==> config.mk <==
export PLATFORM = sky130hd
export DESIGN_NAME = pwu_key_store
export DESIGN_NICKNAME = d
export VERILOG_FILES = /design/src/rtl/pwu_key_store.sv
export SDC_FILE = /design/constraint.sdc
export NUM_CORES = 1
export LEC_CHECK = 0
export BUFFER_PORTS_ARGS = -buffer_cell sky130_fd_sc_hd__buf_2
export CORE_AREA = 3 3 110 112
export DETAILED_ROUTE_END_ITERATION = 10
export DIE_AREA = 0 0 113 115
export GPL_TIMING_DRIVEN = 0
export SYNTH_ARGS = -nofsm -noshare
export SYNTH_HDL_FRONTEND = slang
export SYNTH_SLANG_ARGS = --single-unit
==> constraint.sdc <==
create_clock -name clk -period 3.2 [get_ports clk]
set_input_delay 0.32 -clock clk [delete_from_list [all_inputs] [get_ports clk]]
set_output_delay 0.32 -clock clk [all_outputs]
set_load 0.02 [all_outputs]
==> src/rtl/pwu_key_store.sv <==
module pwu_key_store #(
  parameter int PORTION_W = 16,
  parameter int PORTIONS  = 4,
  parameter int IDX_W     = 2,
  parameter logic [PORTION_W*PORTIONS-1:0] RESET_KEY = '1
) (
  input  logic                 clk,
  input  logic                 rst_n,
  input  logic                 store_en,
  input  logic                 lock_en,
  input  logic                 read_en,
  input  logic                 rd_ready,
  input  logic [IDX_W-1:0]     idx,
  input  logic [PORTION_W-1:0] wdata,
  output logic [PORTION_W-1:0] cmp_word,
  output logic                 rd_valid,
  output logic [PORTION_W-1:0] rd_data
);
  localparam int KEY_W = PORTION_W * PORTIONS;

  logic [KEY_W-1:0] key_flat;
  logic             mode_lock_q;

  // one register per portion, each with its own write decode
  for (genvar g = 0; g < PORTIONS; g++) begin : g_portion
    logic [PORTION_W-1:0] word_q;
    always_ff @(posedge clk) begin
      if (!rst_n) begin
        word_q <= RESET_KEY[g*PORTION_W +: PORTION_W];
      end else if (store_en && !mode_lock_q && idx == IDX_W'(g)) begin
        word_q <= wdata;
      end
    end
    assign key_flat[g*PORTION_W +: PORTION_W] = word_q;
  end

  assign cmp_word = key_flat[idx*PORTION_W +: PORTION_W];

  always_ff @(posedge clk) begin
    if (!rst_n) begin
      mode_lock_q <= 1'b0;
    end else if (lock_en) begin
      mode_lock_q <= 1'b1;
    end
  end

  always_ff @(posedge clk) begin
    if (!rst_n) begin
      rd_valid <= 1'b0;
      rd_data  <= '0;
    end else if (read_en) begin
      rd_valid <= 1'b1;
      rd_data  <= mode_lock_q ? {PORTION_W{1'b1}} : cmp_word;
    end else if (rd_ready) begin
      rd_valid <= 1'b0;
    end
  end

  AST_READ_LANDS: assert property (@(posedge clk) disable iff (!rst_n)
    read_en |=> rd_valid);
  AST_LOCKED_READ_MASK: assert property (@(posedge clk) disable iff (!rst_n)
    (read_en && mode_lock_q) |=> rd_data == {PORTION_W{1'b1}});
  AST_MODE_LOCK_STICKY: assert property (@(posedge clk) disable iff (!rst_n)
    mode_lock_q |=> mode_lock_q);
  AST_LOCKED_KEY_FROZEN: assert property (@(posedge clk) disable iff (!rst_n)
    (mode_lock_q && store_en) |=> $stable(key_flat));
  AST_RD_HOLD: assert property (@(posedge clk) disable iff (!rst_n)
    (rd_valid && !rd_ready) |=> (rd_valid && $stable(rd_data)));
endmodule

==> results.yml, run 1 <==
worst_setup_path:
  cp_slowest_stage_delay_ns: 0.39
  crit_chain: "buf_2, buf_2, buf_2, mux2i_1, mux2i_1, buf_2"
  path_class: "in2out"
  crit_fanout: 10
  cp-end-kind: "primary output"
  crit_arrival_ns: 1.71
  reg2reg_slack_ns: 1.31
  slowest_stage: "buf_2"
  required_ns: 2.88
  crit_top_cell: "buf_2"
  start_kind: "primary input"
pwr:
  cellLeakagePower_nw: 2.064
  p_sw_mw: 0.6046
  power_frac_comb: 0.109
  power_frac_seq: 0.437
  p_sw_frac: 0.2435
  ir_worst_vdd_mv: 0.3533
  pwr-share-clk: 0.455
  p_int_mw: 1.879
  powerDensity_nw_per_um2: 547.8
global_route:
  grt_max_degree: 15
  grt_pass1_wl_um: 16110
  grt_pass1_vias: 2915
  grt_usage: 0.1615
  grt-ovfl-total: 0
  antenna_found_initial: 0
logic_synthesis:
  syn_nets: 370
  yosysTopAreaCellShare: 0.4373
  seq_area_frac_synth: 0.4373
  ys_types: 18
  synth_top_area_cell: "dfxtp_1"
  synth_area_sq_um: 3754
  synth.area.top_cells: "dfxtp_1, mux2i_1, nor2b_1"
  syn_inst: 346
  ys_ff_latch: 82
  avgSynthCellArea_sq_um: 10.85
  ys.warnings.count: 0
hold_path:
  min_path_type: "in2reg"
placement:
  dpl_worst_slack_ns: 1.206
  io_buffers: 55
  hpwl_um: 7066
  gp_congestion: 0.7277
clock_tree:
  htreeDepth: 3
  cts_tree: "yes"
  clkSlewWorstSetupHoldPaths_ns: 0.06
  hold_buffers: 0
  cts_resized: 0
  clock-sinks: 82
  cts_root_buf: "clkbuf_16"
  cts_inserted_buffers: 9
  cts_setup_buffers: 0
  clock_path_buffers: 2
  clk_latency_ns: 0.33
cells_and_area:
  fill_cells: 1109
  multi_input_area_sq_um: 1954
  area_delta_synth_final_pct: 20.77
  register_area_sq_um: 1642
  drive_gt1_frac: 0.2115
  diodes: 0
  layout.nets: 436
flow_run:
  max-cap-violations: 0
timing:
  min_period_ns: 2.027
  maxSlewViolCount: 0
  min_period_over_period: 0.6336
  hold_violations: 0
  fin_ws_ns: 1.173
  finClkSkew_ns: 0.007743
  setup-tns-final_ns: 0
  max_slew_margin: 0.5368
  max_freq_mhz: 493.2
  rsz0062_at_grt: "no"
  max_slew.worst_pin.slew_ns: 0.6948
  setup_viol: 0
  hold-worst-slack_ns: 0.1847
drt:
  routed_wl_um: 10240
  drc: 0
  first_iter_violations: 122
  avgViaCountPerCell: 4.950
  ant_nets: 0
  dr.pass1.iters: 4
  vias: 2767
  wl_per_cell_um: 18.31
floorplan:
  row_count: 39
  die_w_um: 113
  ios: 57
  start_util: 0.3316
  core-area_sq_um: 11320
  fp.dieH_um: 115
  die_area_sq_um: 13000
run_status:
  outcome: "completed"
==> cells in the final DEF (no fill, tap or decap) <==
cell type / instances
buf_4: 1
nand4bb_1: 2
buf_2: 66
nor2b_1: 81
or4b_4: 1
o21ai_0: 16
clkinv_4: 2
clkbuf_8: 1
nor4bb_1: 1
a221oi_1: 16
nand4b_1: 1
clkbuf_16: 9
nor4b_2: 1
inv_6: 1
o21a_1: 2
dfxtp_1: 82
buf_12: 1
clkbuf_1: 14
bufinv_16: 2
mux2i_1: 112
and3b_1: 1
buf_6: 2
nor3b_2: 1
==> stage by stage <==
| step | std cells | power [mW] | utilization | cell area [sq um] |
|---|---|---|---|---|
| floorplan | 346 | 1.281 | - | 3754 |
| global placement | 544 | 1.372 | 0.3717 | 4208 |
| detailed placement | 544 | 1.378 | 0.3717 | 4208 |
| CTS | 559 | 2.503 | 0.4004 | 4533 |
| global route | 559 | 2.557 | 0.4004 | 4533 |
| finish | 559 | 2.483 | 0.4004 | 4533 |
==> worst max-delay path, delay by kind of cell <==
kind	cells	cell delay, ns
multiplexers	2	0.50
buffers and inverters	4	0.88
==> power groups by stage <==
| stage | Combinational (mW) | Clock [mW] | Sequential, mW |
|---|---|---|---|
| floorplan | 0.158 | 0 | 1.12 |
| global placement | 0.268 | 0 | 1.10 |
| detailed placement | 0.271 | 0 | 1.11 |
| CTS | 0.272 | 1.15 | 1.08 |
| global route | 0.290 | 1.18 | 1.09 |
| finish | 0.270 | 1.13 | 1.08 |
==> sequential cells by signal, indices dropped and copies added, names as in the netlist <==
name              flops
mode_lock_q           1
rd_data              16
g_portion.word_q     64
rd_valid              1
==> kinds of logic after synthesis <==
| family | synth area share |
|---|---|
| muxes | 0.2987 |
| and+or+nand+nor | 0.1593 |
| AOI/OAI and AO/OA | 0.06267 |
| DFF | 0.4373 |
| buffers and inverters | 0.04200 |
==> path summary, 6_finish.rpt <==
path	cells past startpoint	startpoint	to
worst max-delay path	6	idx[1]	cmp_word[11]
worst min-delay path	2	lock_en	mode_lock_q
worst max register to register	4	mode_lock_q	rd_data[12]
worst min register to register	2	g_portion[1].word_q[2]	g_portion[1].word_q[2]
==> synth_stat cells, drive strengths merged <==
| cell | n |
|---|---|
| nor2b | 81 |
| nor4bb | 1 |
| clkbuf | 14 |
| o21a | 2 |
| dfxtp | 82 |
| and3b | 1 |
| o21ai | 16 |
| nor4b | 1 |
| nand4bb | 2 |
| buf | 15 |
| mux2i | 112 |
| or4b | 1 |
| nor3b | 1 |
| nand4b | 1 |
| a221oi | 16 |
==> cell type report <==
class	instances	area share
buffer	29	0.03478
clock buffer	10	0.05272
clock inverter	5	0.01904
multi-input combinational	235	0.4311
sequential	82	0.3621
tap	143	0.03947
timing repair buffer	55	0.06072
==> routing by layer <==
| layer | wire length (um) | track usage | vias to the layer above |
|---|---|---|---|
| met1 | 4938 | 0.2209 | 1341 |
| li1 | - | - | 1356 |
| met5 | 0 | 0 | - |
| met3 | 556 | 0.03474 | 7 |
| met2 | 4650 | 0.2630 | 63 |
| met4 | 91 | 0.03686 | 0 |
Power figures use the tool's default switching activity.
==> run 2: changes to the inputs <==
--- a/config.mk
+++ b/config.mk
@@ -5,10 +5,11 @@
 export SDC_FILE = /design/constraint.sdc
 export NUM_CORES = 1
 export LEC_CHECK = 0
+export ABC_AREA = 1
 export BUFFER_PORTS_ARGS = -buffer_cell sky130_fd_sc_hd__buf_2
-export CORE_AREA = 3 3 110 112
+export CORE_AREA = 3 3 108 110
 export DETAILED_ROUTE_END_ITERATION = 10
-export DIE_AREA = 0 0 113 115
+export DIE_AREA = 0 0 111 113
 export GPL_TIMING_DRIVEN = 0
 export SYNTH_ARGS = -nofsm -noshare
 export SYNTH_HDL_FRONTEND = slang
==> constraint.sdc (replaced) <==
create_clock -name clk -period 2.1 [get_ports clk]
set_input_delay 0.21 -clock clk [delete_from_list [all_inputs] [get_ports clk]]
set_output_delay 0.21 -clock clk [all_outputs]
set_load 0.02 [all_outputs]
==> results.yml, run 2 <==
floorplan:
  ios: 57
  die_w_um: 111
  row_count: 38
  die_area_sq_um: 12540
  core-area_sq_um: 10790
  fp.dieH_um: 113
  start_util: 0.3361
cells_and_area:
  final_common_cell: "nand2_1"
  layout_common_cells: "nand2_1, dfxtp_1, nand3_1, buf_2, nor2_1"
  largest_register: "g_portion.word_q"
  largest_reg_flops: 64
  drive_gt1_frac: 0.1570
  post-route-util: 0.3946
  diodes: 0
  area_delta_synth_final_pct: 17.42
  layout.nets: 638
  largest_registers: "g_portion.word_q (64), rd_data (16)"
global_route:
  grt-ovfl-total: 0
  grt_max_degree: 13
  grt_pass1_wl_um: 16570
  grt_pass1_vias: 3240
  grt_usage: 0.1641
  antenna_found_initial: 0
logic_synthesis:
  synth_top_area_cell: "dfxtp_1"
  ys.flop_type: "dfxtp_1"
  synthAdderAreaFrac: 0
  yosys.area_share.simple: 0.4784
  synthXorXnorAreaFrac: 0
  ys_types: 18
  synth.area.top_cells: "dfxtp_1, nand2_1, nand3_1"
  synth_top_family_by_area: "simple AND/OR/NAND/NOR gates"
  synth_area_sq_um: 3627
  syn_inst: 549
  async_reset_ff_frac: 0
  seq_area_frac_synth: 0.4526
  syn_nets: 573
  synthMostInstantiatedCell: "nand2_1"
  synth_edf_count: 0
  ys.warnings.count: 0
  ys_ff_latch: 82
  synthTopCellsByCount: "nand2_1, dfxtp_1, nand3_1, nor2_1, inv_1"
  yosysTopAreaCellShare: 0.4526
  avgSynthCellArea_sq_um: 6.607
  synth_mux_area_frac: 0
  synth_compound_gate_area_share: 0.001380
pwr:
  cellLeakagePower_nw: 2.360
  ir_worst_vdd_mv: 0.2936
  powerDensity_nw_per_um2: 795.7
drt:
  avgViaCountPerCell: 4.695
  vias: 3559
  routed_wl_um: 10200
  ant_nets: 0
  first_iter_violations: 333
  wl_per_cell_um: 13.46
  dr.pass1.iters: 5
  drc: 0
clock_tree:
  clock-sinks: 82
  cts_root_buf: "clkbuf_8"
  hold_buffers: 0
  cts_setup_buffers: 0
  clkSlewWorstSetupHoldPaths_ns: 0.07
  cts_resized: 0
  clock_path_buffers: 2
  cts_inserted_buffers: 9
  htreeDepth: 3
  cts_tree: "yes"
  clk_latency_ns: 0.36
worst_setup_path:
  path_class: "in2out"
  crit_top_cell: "nand2_1"
  cp-end-kind: "primary output"
  endpoint: "cmp_word[6]"
  slowest_stage: "buf_1"
  reg2reg_depth: 7
  crit_arrival_ns: 1.38
  start_kind: "primary input"
  r2r_start: "mode_lock_q"
  r2r_end: "g_portion[3].word_q[9]"
  crit_start: "idx[0]"
  crit_fanout: 10
  cp_slowest_stage_delay_ns: 0.44
  crit_chain: "buf_4, buf_1, nand2_1, nand2_1, nand2_1, nand2_1, buf_2"
  reg2reg_slack_ns: 0.73
  required_ns: 1.89
placement:
  io_buffers: 54
  gp_congestion: 0.7919
  hpwl_um: 7523
timing:
  setup_viol: 0
  hold_violations: 0
  maxSlewViolCount: 0
  max_freq_mhz: 628.5
  max_slew_margin: 0.6324
  min_period_ns: 1.591
  max_slew.worst_pin.slew_ns: 0.5514
  setup-tns-final_ns: 0
  hold-worst-slack_ns: 0.06687
  min_period_over_period: 0.7576
  rsz0062_at_grt: "no"
  finClkSkew_ns: 0.004911
run_status:
  outcome: "completed"
flow_run:
  max-cap-violations: 0
hold_path:
  min_path_type: "in2reg"
## run 2: area by class of cell
cell class | count | area, sq um
clock buffers | 13 | 148.9
repair buffers | 54 | 270.3
plain buffers | 30 | 156.4
clock inverters | 2 | 37.54
inverters | 23 | 88.84
fillers | 1150 | 6534
multi-input cells | 414 | 1740
flip-flops and latches | 82 | 1642
well taps | 140 | 175.2
## run 2: per-layer routing
| metal | wire, um | part of all wire | up-vias | GRT usage |
|---|---|---|---|---|
| met5 | 0 | 0 | - | 0 |
| met3 | 581 | 0.057 | 16 | 0.02299 |
| met1 | 4723 | 0.46 | 1594 | 0.2192 |
| li1 | - | - | 1827 | - |
| met2 | 4724 | 0.46 | 122 | 0.2690 |
| met4 | 173 | 0.017 | 0 | 0.06568 |
## run 2: kinds of logic after synthesis
| group | count (synthesis) |
|---|---|
| AO/OA/AOI/OAI | 1 |
| buffers and inverters | 53 |
| AND/OR/NAND/NOR | 413 |
| flip-flops | 82 |
## run 2: how the worst min path moves through the flow
stage             start                     end  slack (ns)  cells past startpoint
6_report        lock_en             mode_lock_q        0.07                      3
3_3_place_gp    lock_en             mode_lock_q        0.43                      3
2_1_floorplan  wdata[0]  g_portion[0].word_q[0]        0.32                      2
3_5_place_dp    lock_en             mode_lock_q        0.43                      3
5_1_grt         lock_en             mode_lock_q        0.10                      3
4_1_cts         lock_en             mode_lock_q        0.06                      3
## run 2: worst max-delay path: cells and delay by family
| family | cells | cell delay, ns |
|---|---|---|
| and+or+nand+nor | 4 | 0.36 |
| buffers and inverters | 3 | 0.80 |
## run 2: power by group
group	switching [mW]	internal, mW	leakage, nW	total, mW
combinational	0.384	0.182	1.60	0.566
sequential	0.0413	1.64	0.675	1.68
clock	0.564	0.578	0.0897	1.14
## run 2: metrics by stage
stage | instances | total power, mW | instance area, sq um | setup slack (ns)
finish | 758 | 3.389 | 4259 | 0.5090
global route | 758 | 3.545 | 4259 | 0.3626
CTS | 758 | 3.406 | 4259 | 0.4816
detailed placement | 743 | 2.283 | 4073 | 0.4885
global placement | 743 | 2.274 | 4073 | 0.5069
floorplan | 549 | 2.091 | 3627 | 0.8635
==> run 3: changes to the inputs <==
--- a/config.mk
+++ b/config.mk
@@ -5,11 +5,11 @@
 export SDC_FILE = /design/constraint.sdc
 export NUM_CORES = 1
 export LEC_CHECK = 0
-export ABC_AREA = 1
+export ABC_AREA = 0
 export BUFFER_PORTS_ARGS = -buffer_cell sky130_fd_sc_hd__buf_2
-export CORE_AREA = 3 3 108 110
+export CORE_AREA = 3 3 110 112
 export DETAILED_ROUTE_END_ITERATION = 10
-export DIE_AREA = 0 0 111 113
+export DIE_AREA = 0 0 113 115
 export GPL_TIMING_DRIVEN = 0
 export SYNTH_ARGS = -nofsm -noshare
 export SYNTH_HDL_FRONTEND = slang
==> constraint.sdc (replaced) <==
create_clock -name clk -period 1.6 [get_ports clk]
set_input_delay 0.16 -clock clk [delete_from_list [all_inputs] [get_ports clk]]
set_output_delay 0.16 -clock clk [all_outputs]
set_load 0.02 [all_outputs]
==> results.yml, run 3 (synthesis results as in run 1) <==
drt:
  first_iter_violations: 121
  routed_wl_um: 10250
  avgViaCountPerCell: 4.934
  dr.pass1.iters: 4
  vias: 2753
  ant_nets: 0
  wl_per_cell_um: 18.36
  drc: 0
pwr:
  ir_worst_vdd_mv: 0.7083
  power_frac_comb: 0.110
  p_sw_mw: 1.210
  p_sw_frac: 0.2433
  powerDensity_nw_per_um2: 1089
  power_frac_seq: 0.436
  pwr-share-clk: 0.454
  p_int_mw: 3.764
  p_total_mw: 4.975
  cellLeakagePower_nw: 2.076
worst_setup_path:
  crit_fanout: 10
  required_ns: 1.44
  path_class: "in2out"
  crit_arrival_ns: 1.44
  start_kind: "primary input"
  cp-end-kind: "primary output"
cells_and_area:
  drive_gt1_frac: 0.2217
  fin_cells: 558
  largest_register: "g_portion.word_q"
  diodes: 0
  largest_reg_flops: 64
  layout.nets: 435
  layout_common_cells: "mux2i_1, dfxtp_1, nor2b_1, buf_2"
  largest_registers: "g_portion.word_q (64), rd_data (16)"
  area_delta_synth_final_pct: 21.73
  post-route-util: 0.4036
  final_common_cell: "mux2i_1"
hold_path:
  min_path_type: "in2reg"
global_route:
  grt_pass1_vias: 2914
  grt_pass1_wl_um: 16100
  grt_usage: 0.1616
  grt-ovfl-total: 0
  grt_max_degree: 15
  antenna_found_initial: 0
timing:
  max_slew_margin: 0.5560
  finClkSkew_ns: 0.008550
  min_period_ns: 1.598
  max_freq_mhz: 625.9
  max_slew.worst_pin.slew_ns: 0.6660
  hold_violations: 0
  setup-tns-final_ns: 0
  setup_viol: 0
  maxSlewViolCount: 0
  min_period_over_period: 0.9986
  rsz0062_at_grt: "yes"
clock_tree:
  htreeDepth: 3
  cts_root_buf: "clkbuf_16"
  clock-sinks: 82
  clkSlewWorstSetupHoldPaths_ns: 0.06
  clk_latency_ns: 0.34
  clock_path_buffers: 2
  cts_inserted_buffers: 9
  cts_tree: "yes"
placement:
  io_buffers: 55
  place_inst: 544
  hpwl_um: 7066
  gp_congestion: 0.7277
flow_run:
  max-cap-violations: 0
floorplan:
  die_w_um: 113
  core-area_sq_um: 11320
  fp.dieH_um: 115
  ios: 57
  die_area_sq_um: 13000
  start_util: 0.3316
  row_count: 39
run_status:
  outcome: "completed"
## run 3: cell types whose count changed in the layout (fill, tap and decap cells not counted), moves of 18 or more
cell	before	now
inv_1	18	0
nand2_1	289	0
mux2i_1	0	110
nor2_1	34	0
nor2b_1	0	81
nand3_1	80	0
## run 3: path summary, 6_finish.rpt
path | to | depth (start not counted) | slack, ns | from
setup / recovery | cmp_word[11] | 6 | 0.002 | idx[1]
hold / removal | mode_lock_q | 2 | 0.02 | lock_en
setup reg to reg | g_portion[0].word_q[11] | 5 | 0.08 | mode_lock_q
hold reg to reg | g_portion[0].word_q[0] | 2 | 0.52 | g_portion[0].word_q[0]
## run 3: per-layer routing
layer / GRT usage / vias to the layer above / routed length (um)
li1: - / 1347 / -
met1: 0.2209 / 1338 / 4967
met2: 0.2634 / 62 / 4673
met3: 0.03474 / 6 / 543
met4: 0.03686 / 0 / 61
met5: 0 / - / 0
## run 3: repair_timing
item                       4_1_cts  5_1_grt
resized for setup                9        5
setup endpoints to repair       24       37
hold buffers                     0        0
buffers inserted                 0        0
## run 3: area by class of cell
cell class | count | area (sq um)
clock inverter | 5 | 86.33
fill | 1110 | 6751
timing repair buffer | 55 | 275.3
clock buffer | 10 | 239.0
multi-input combinational | 235 | 1968
sequential | 82 | 1642
buffer | 28 | 180.2
tap | 143 | 178.9
## run 3: critical path, stage by stage
cell     delay [ns]
buf_2          0.09
buf_2          0.22
buf_4          0.30
mux2i_1        0.35
mux2i_1        0.13
buf_2          0.18
## run 3: power groups by stage
stage | Sequential [mW] | Combinational (mW) | Clock (mW)
2_1_floorplan | 2.25 | 0.316 | 0
3_3_place_gp | 2.21 | 0.535 | 0
3_5_place_dp | 2.21 | 0.542 | 0
4_1_cts | 2.17 | 0.551 | 2.29
5_1_grt | 2.18 | 0.589 | 2.36
6_report | 2.17 | 0.550 | 2.26
## run 3: through the flow
step | cell area (sq um) | hold WS (ns) | setup slack (ns)
floorplan | 3754 | 0.2702 | 0.1612
global placement | 4208 | 0.3568 | -0.1931
detailed placement | 4208 | 0.3635 | -0.2453
CTS | 4557 | 0.01287 | 0.04422
global route | 4569 | 0.02042 | -0.02077
finish | 4569 | 0.02471 | 0.002306
